<file path="src/rtl/slsl_pkg.sv">
package slsl_pkg;
   // Which register bit drives the serial output
   typedef enum logic {
      TAP_FULL = 1'b0,
      TAP_HALF = 1'b1
   } tap_e;
endpackage

</file>
<file path="src/rtl/slsl_rise_det.sv">
module slsl_rise_det #(
   parameter int N = 2
) (
   input  logic         clk,
   input  logic         rst_n,
   input  logic [N-1:0] pin,
   output logic [N-1:0] rise
);
   logic [N-1:0] prev_q;

   always_ff @(posedge clk or negedge rst_n) begin
      if (!rst_n) prev_q <= '0;
      else        prev_q <= pin;
   end

   for (genvar i = 0; i < N; i++) begin : g_bit
      assign rise[i] = pin[i] & ~prev_q[i];
   end

   AST_RISE_ONCE: assert property (@(posedge clk) disable iff (!rst_n)
      rise[0] |=> !rise[0]) else $error("double rise");
endmodule

</file>
<file path="src/rtl/slsl_shift_reg.sv">
module slsl_shift_reg #(
   parameter int W = 16
) (
   input  logic         clk,
   input  logic         rst_n,
   input  logic         shift_en,
   input  logic         din,
   input  logic         load_en,
   input  logic [W-1:0] load_val,
   output logic [W-1:0] q
);
   if (W < 2) begin : g_bad_w
      $error("slsl_shift_reg: W must be at least 2");
   end

   always_ff @(posedge clk or negedge rst_n) begin
      if (!rst_n)        q <= '0;
      else if (load_en)  q <= load_val;
      else if (shift_en) q <= {q[W-2:0], din};
   end

   AST_SHIFT_IN: assert property (@(posedge clk) disable iff (!rst_n)
      (shift_en && !load_en) |=> (q[0] == $past(din)) && (q[W-1:1] == $past(q[W-2:0])))
      else $error("shift mismatch");
   AST_STAT_LOAD: assert property (@(posedge clk) disable iff (!rst_n)
      load_en |=> q == $past(load_val)) else $error("status load");
   AST_SR_HOLD: assert property (@(posedge clk) disable iff (!rst_n)
      (!load_en && !shift_en) |=> $stable(q)) else $error("reg moved");
endmodule

</file>
<file path="src/rtl/slsl_out_latch.sv">
module slsl_out_latch #(
   parameter int W = 16
) (
   input  logic         clk,
   input  logic         rst_n,
   input  logic         capture,
   input  logic [W-1:0] d,
   output logic [W-1:0] q
);
   always_ff @(posedge clk or negedge rst_n) begin
      if (!rst_n)       q <= '0;
      else if (capture) q <= d;
   end

   AST_LATCH_COPY: assert property (@(posedge clk) disable iff (!rst_n)
      capture |=> q == $past(d)) else $error("latch copy");
   AST_LATCH_KEEP: assert property (@(posedge clk) disable iff (!rst_n)
      !capture |=> $stable(q)) else $error("latch drift");
endmodule

</file>
<file path="src/rtl/slsl_iface.sv">
module slsl_iface
   import slsl_pkg::*;
#(
   parameter int NCH      = 16,
   parameter int TAP_HALF_BIT = 7
) (
   input  logic           clk,
   input  logic           rst_n,
   input  logic           ser_clk,
   input  logic           ser_din,
   input  logic           lat_in,
   input  logic           blank_in,
   input  logic           blank_mode,
   input  logic           stat_load,
   input  logic [NCH-1:0] stat_word,
   output logic           ser_dout,
   output logic [NCH-1:0] chan_en
);
   localparam int TAP_FULL_BIT = NCH - 1;

   if (NCH < 2 || TAP_HALF_BIT >= NCH || TAP_HALF_BIT < 0) begin : g_bad_cfg
      $error("slsl_iface: NCH >= 2 and TAP_HALF_BIT < NCH required");
   end

   logic [1:0]     rise;
   logic           sclk_rise, lat_rise;
   logic [NCH-1:0] sr_q, latch_q;
   logic           blanked;
   tap_e           tap_sel;

   slsl_rise_det #(.N(2)) u_rise (
      .clk  (clk),
      .rst_n(rst_n),
      .pin  ({lat_in, ser_clk}),
      .rise (rise)
   );
   assign sclk_rise = rise[0];
   assign lat_rise  = rise[1];

   slsl_shift_reg #(.W(NCH)) u_sr (
      .clk     (clk),
      .rst_n   (rst_n),
      .shift_en(sclk_rise),
      .din     (ser_din),
      .load_en (lat_rise & stat_load),
      .load_val(stat_word),
      .q       (sr_q)
   );

   slsl_out_latch #(.W(NCH)) u_lat (
      .clk    (clk),
      .rst_n  (rst_n),
      .capture(lat_rise),
      .d      (sr_q),
      .q      (latch_q)
   );

   // Blank pin role chosen by the mode bit
   assign blanked = blank_mode & blank_in;
   assign tap_sel = (!blank_mode && !blank_in) ? TAP_HALF : TAP_FULL;
   assign ser_dout = (tap_sel == TAP_HALF) ? sr_q[TAP_HALF_BIT] : sr_q[TAP_FULL_BIT];

   for (genvar c = 0; c < NCH; c++) begin : g_chan
      assign chan_en[c] = latch_q[c] & ~blanked;
   end

   AST_BLANK_OFF: assert property (@(posedge clk) disable iff (!rst_n)
      (blank_mode && blank_in) |-> chan_en == '0) else $error("blank leak");
   AST_COLLIDE: assert property (@(posedge clk) disable iff (!rst_n)
      (sclk_rise && lat_rise) |=> latch_q == $past(sr_q)) else $error("collision");
   AST_NO_BLANK_M0: assert property (@(posedge clk) disable iff (!rst_n)
      !blank_mode |-> chan_en == latch_q) else $error("mode0 mask");
endmodule

</file>
<file path="config.mk">
export PLATFORM = sky130hd
export DESIGN_NAME = slsl_iface
export DESIGN_NICKNAME = d
export VERILOG_FILES = /design/src/rtl/slsl_pkg.sv /design/src/rtl/slsl_rise_det.sv /design/src/rtl/slsl_shift_reg.sv /design/src/rtl/slsl_out_latch.sv /design/src/rtl/slsl_iface.sv
export SDC_FILE = /design/constraint.sdc
export NUM_CORES = 1
export LEC_CHECK = 0
export ABC_AREA = 1
export BUFFER_PORTS_ARGS = -buffer_cell sky130_fd_sc_hd__buf_2
export CAP_MARGIN = 20
export CORE_MARGIN = 3
export CORE_UTILIZATION = 32
export CTS_CLUSTER_DIAMETER = 80
export DETAILED_ROUTE_END_ITERATION = 10
export HOLD_SLACK_MARGIN = 0.05
export PLACE_DENSITY = 0.52
export SYNTH_ARGS = -nofsm -noshare
export SYNTH_HDL_FRONTEND = slang
export SYNTH_HIERARCHICAL = 1
export SYNTH_SLANG_ARGS = --single-unit
</file>
<file path="constraint.sdc">
create_clock -name clk -period 1.18 [get_ports clk]
set_input_delay 0.118 -clock clk [delete_from_list [all_inputs] [get_ports clk]]
set_output_delay 0.118 -clock clk [all_outputs]
set_load 0.03 [all_outputs]
</file>
==> results.tsv, run 1 <==
metric	value	unit
status	complete, no violations	
final critical-path required period	1.13	ns
Worst EP arrival	1.02	ns
number of synthesized flops with an enable pin	0	
Iteration-0 DRC Markers	52	
worst hold slack	0.0547	ns
total I/O pin count	41	
Peak VDD IR	576	uV
Detail Route Antenna Nets	0	
Yosys top cell by area	dfrtp_1	
Startpoint Class	register	
fraction of registers with async set/reset	1.00	
initial antenna violation count	0	
Met3 Wirelength	161	um
area share of the largest cell type after synthesis	0.519	
Placement Cell Area	1870	um2
GRT Resource Usage Total	0.125	
Fillers	523	
#FFs+latches synth	34	
Core Region	4850	um2
Post-Place Worst Slack	0.0626	ns
HP Class	in2reg	
syn_nets	227	
maximum clock rate	882	MHz
Req. time, crit path	1.06	ns
sequential share of power	0.478	
Clock Skews	0.00705	ns
total gr overflow	0	
CTS Sinks	34	
Sw Ratio	0.329	
Post-synth top cells	nand2_1 (79), dfrtp_1 (34), nand3_1 (32)	
Routed WL	3630	um
met2 wire len	1660	um
Bufs on Longest Clock Path	2	
Sw Pwr	1.05	mW
placer congestion estimate	0.740	
RSZ-0062 raised after global routing	yes	
design area	2110	um2
vias in the first global route	1350	
Clk pwr share	0.273	
via count	1379	
Post-Route M1 WL	1780	um
dpl hpwl	2470	um
port buffer count	40	
Syn Inst Count	203	
Worst Reg2Reg Path Length in Cells	7	
final non-filler cell total	323	
relative slew slack	0.723	
LEAKAGE	1.15	nW
TNS Setup	0	ns
Seq/Total Area, Yosys	0.519	
final worst slack	0.0463	ns
detailed-router iteration count before antenna repair	4	
depth of the worst hold-timing path	3	
number of max-cap violations	0	
largest net degree at the start of global routing	35	
clk root buf	clkbuf_8	
combinational share of power	0.249	
Highest Signal Layer	met4	
Synth cell types	16	
via density per instance	4.27	
Die H	77.6	um
dominant synthesized flop cell	dfrtp_1	
Slew @ Worst Pin	0.416	ns
CTS tree	built	
average wire per standard cell	11.2	um
# diodes	0	
Fin. Hold Viols	0	
H-tree depth	2	
Setup-failing EPs final	0	
DIE AREA	6020	um2
Area growth syn-to-layout	28.5	%
max-slew violation count	0	
crit path kind	reg2out	
global-route wire length before repair	6060	um
die width	77.6	um
ranking of synthesized cells by area	dfrtp_1 (52%), nand2_1 (18%), nand3_1 (9.8%)	
mean post-synth cell area	8.07	um2
Reg clk slew, reported paths	0.07	ns
final period utilization	0.961	
Synth Cell Area	1640	um2
Internal	2.15	mW
Placed Cells	306	
Crit Path Max Fanout	3	
initial cell density of the core	0.338	
Ys Warns	6	
Pwr Density	1520	nW/um2
most common cell in the netlist	nand2_1	
Cell Rows	25	
CTS Buf Count	5	
share of layout cells above drive strength 1	0.273	
DRC	0	
crit path capture type	output pin	
Total Nets Final	279	
worst-skew pair later-pin latency	0.28	ns
## per-stage QoR
step | power [mW] | utilization
5_1_grt | 3.43 | 0.435
3_5_place_dp | 2.30 | 0.386
4_1_cts | 3.20 | 0.417
6_report | 3.20 | 0.435
3_3_place_gp | 2.29 | 0.386
2_1_floorplan | 2.07 | -
## final timing paths
path | startpoint | to | slack, ns
setup reg to reg | u_rise/prev_q[1] | u_sr/q[9] | 0.09
max in group asynchronous | rst_n | u_lat/q[15] | 0.48
hold reg to reg | u_lat/q[7] | u_lat/q[7] | 0.47
hold / removal | stat_word[7] | u_sr/q[7] | 0.05
setup / recovery | u_sr/q[15] | ser_dout | 0.05
min in group asynchronous | rst_n | u_sr/q[9] | 0.40
## power by group through the flow
stage	sequential (mW)	combinational, mW	clock, mW
after floorplan	1.51	0.561	0
after global placement	1.56	0.738	0
after detailed placement	1.55	0.750	0
after CTS	1.53	0.768	0.898
after global routing	1.56	0.893	0.971
final	1.53	0.796	0.875
## registers in the layout (all words and copies together), names as in the netlist
| name | cells |
|---|---|
| u_rise/prev_q | 2 |
| u_sr/q | 16 |
| u_lat/q | 16 |
## what timing repair did
action	in CTS	in global routing
hold endpoints to repair	39	0
gates resized for setup	0	11
setup buffers	0	1
hold buffers	6	0
setup endpoints to repair	0	18
## layer usage
metal  GRT usage  vias up
li1            -      724
met1       0.164      629
met2       0.193       24
met3      0.0452        2
met4      0.0374        0
met5           0        -
## cell families after synthesis
kind of cell,synth area share
AOI/OAI and AO/OA,0.00305
buffers and inverters,0.121
DFF,0.519
and+or+nand+nor,0.356
## layout by cell type (no fill, tap or decap), types with 2 or more instances in the layout
cell type      netlist  routed
dfrtp_1             34      34
nand2_2              5       6
clkbuf_8             0       6
buf_6                5       2
buf_4                2       5
clkbuf_16            0       2
dlygate4sd3_1        0       5
inv_2                2       3
inv_1               19      17
buf_2                1      38
nor2_1              17      17
nor2_4               0       2
nand2_1             79      78
nand3_1             32      32
## area by class of cell
class,instances,area [um2],area share
clock buffer,7,86.3,0.0410
timing repair buffer,54,383,0.182
tap,67,83.8,0.0398
multi-input combinational,138,608,0.289
clock inverter,1,5.00,0.00238
inverter,22,90.1,0.0428
sequential,34,851,0.404
## worst max-delay path, cell delays in order, from the launching register on
cell and delay, ns:
dfrtp_1 0.39, o21ai_0 0.10, nand2_1 0.06, buf_2 0.19
Power figures use the tool's default switching activity.
==> run 2, diff against run 1 <==
CELL_PAD_IN_SITES_DETAIL_PLACEMENT = 0   (was not set)
CELL_PAD_IN_SITES_GLOBAL_PLACEMENT = 1   (was not set)
PLACE_DENSITY = 0.68   (was 0.52)
==> run 2 against run 1 <==
Against the previous run: cell count grew 0.62%; largest cell class unchanged; critical endpoint unchanged; fmax up 0.45%; register-to-register slack about the same.
==> results.tsv, run 2 (same netlist as run 1, synthesis figures left out) <==
metric	value	unit
clk root buf	clkbuf_8	
worst hold slack	0.0614	ns
DIE AREA	6020	um2
Core Region	4850	um2
Fillers	527	
combinational share of power	0.253	
maximum clock rate	886	MHz
Cell Rows	25	
placer congestion estimate	0.699	
total power	3.22	mW
share of layout cells above drive strength 1	0.260	
max-slew violation count	0	
Clk pwr share	0.271	
worst-skew pair later-pin latency	0.28	ns
crit path kind	reg2out	
Total Nets Final	281	
via count	1398	
final period utilization	0.956	
CTS tree	built	
Placement Cell Area	1870	um2
Detail Route Antenna Nets	0	
biggest regs	u_lat/q: 16 flops, u_sr/q: 16 flops, u_rise/prev_q: 2 flops	
commonest non-fill, non-tap cell in the layout	nand2_1	
DRC	0	
HP Class	in2reg	
LEAKAGE	1.15	nW
Sw Ratio	0.328	
global-route wire length before repair	6110	um
status	complete, no violations	
Area growth syn-to-layout	31.0	%
Peak VDD IR	663	uV
Crit Path Max Fanout	3	
average wire per standard cell	11.5	um
post-layout util	0.443	
Clock Skews	0.00545	ns
CTS Sinks	34	
Post-Place Worst Slack	0.0810	ns
detailed-router iteration count before antenna repair	4	
H-tree depth	2	
design area	2150	um2
Placed Cells	305	
CTS Buf Count	5	
Routed WL	3730	um
crit-path leading delay family	flip-flops	
dpl hpwl	2560	um
Worst path max stage delay	0.41	ns
final critical-path required period	1.13	ns
TNS Setup	0	ns
relative slew slack	0.752	
largest net degree at the start of global routing	21	
port buffer count	40	
sequential share of power	0.476	
Sw Pwr	1.05	mW
CP cell instances	o21ai_0 > nand2_1 > buf_4	
# diodes	0	
vias in the first global route	1291	
Reg clk slew, reported paths	0.06	ns
CP bufs+invs	1	
Slew @ Worst Pin	0.373	ns
Pwr Density	1500	nW/um2
crit path capture type	output pin	
GRT Resource Usage Total	0.128	
via density per instance	4.30	
number of max-cap violations	0	
Startpoint Class	register	
Slowest-stage cell, CP	dfrtp_1	
Internal	2.16	mW
die width	77.6	um
final non-filler cell total	325	
Worst EP arrival	1.01	ns
Iteration-0 DRC Markers	35	
Bufs on Longest Clock Path	2	
initial antenna violation count	0	
Die H	77.6	um
final worst slack	0.0514	ns
total I/O pin count	41	
total gr overflow	0	
initial cell density of the core	0.338	
most frequent cells in the layout	nand2_1 (79), buf_2 (35), dfrtp_1 (34)	
Req. time, crit path	1.06	ns
Fin. Hold Viols	0	
Setup-failing EPs final	0	
run 2: cell types whose count changed in the layout (fill, tap and decap cells not counted):
| cell | delta |
|---|---|
| buf_12 | +1 |
| dlygate4sd3_1 | +5 |
| nand2_1 | +1 |
| nand2_2 | -1 |
| clkbuf_4 | +1 |
| dlymetal6s4s_1 | -1 |
| buf_2 | -3 |
| buf_4 | -1 |
run 2: layer usage:
layer,wire length [um],part of all wire,track usage
met1,1900,0.51,0.177
met2,1580,0.42,0.185
met3,187,0.050,0.0406
met4,61,0.016,0.0534
met5,0,0,0
run 2: what timing repair did:
| item | in CTS | in global routing |
|---|---|---|
| endpoints found under the setup margin | 0 | 20 |
| gates resized for setup | 0 | 14 |
| buffers inserted | 0 | 0 |
| hold endpoints to repair | 23 | 0 |
| hold buffers | 10 | 0 |
run 2: tightest hold or removal path, stage by stage:
cell	delay, ns
buf_2	0.07
nand2_1	0.05
nand3_1	0.07
run 2: worst paths after layout:
kind,startpoint,end,depth (start not counted),slack (ns)
min,stat_word[2],u_sr/q[2],3,0.06
max,u_sr/q[15],ser_dout,3,0.05
max in group asynchronous,rst_n,u_lat/q[11],3,0.48
max reg2reg,u_rise/prev_q[1],u_sr/q[9],7,0.08
min in group asynchronous,rst_n,u_sr/q[0],2,0.28
min reg2reg,u_lat/q[13],u_lat/q[13],2,0.47
run 2: power by group through the flow:
stage	Clock, mW	Sequential [mW]	Combinational [mW]
2_1_floorplan	0	1.51	0.561
3_3_place_gp	0	1.55	0.748
3_5_place_dp	0	1.55	0.758
4_1_cts	0.905	1.53	0.785
5_1_grt	0.952	1.56	0.911
6_report	0.873	1.53	0.812
run 2: final cells by class:
cell class,count,area [um2],area share
inverters,22,90.1,0.0420
flip-flops and latches,34,851,0.396
multi-input cells,138,606,0.282
well taps,67,83.8,0.0390
clock inverters,1,5.00,0.00233
repair buffers,56,425,0.198
clock buffers,7,86.3,0.0402
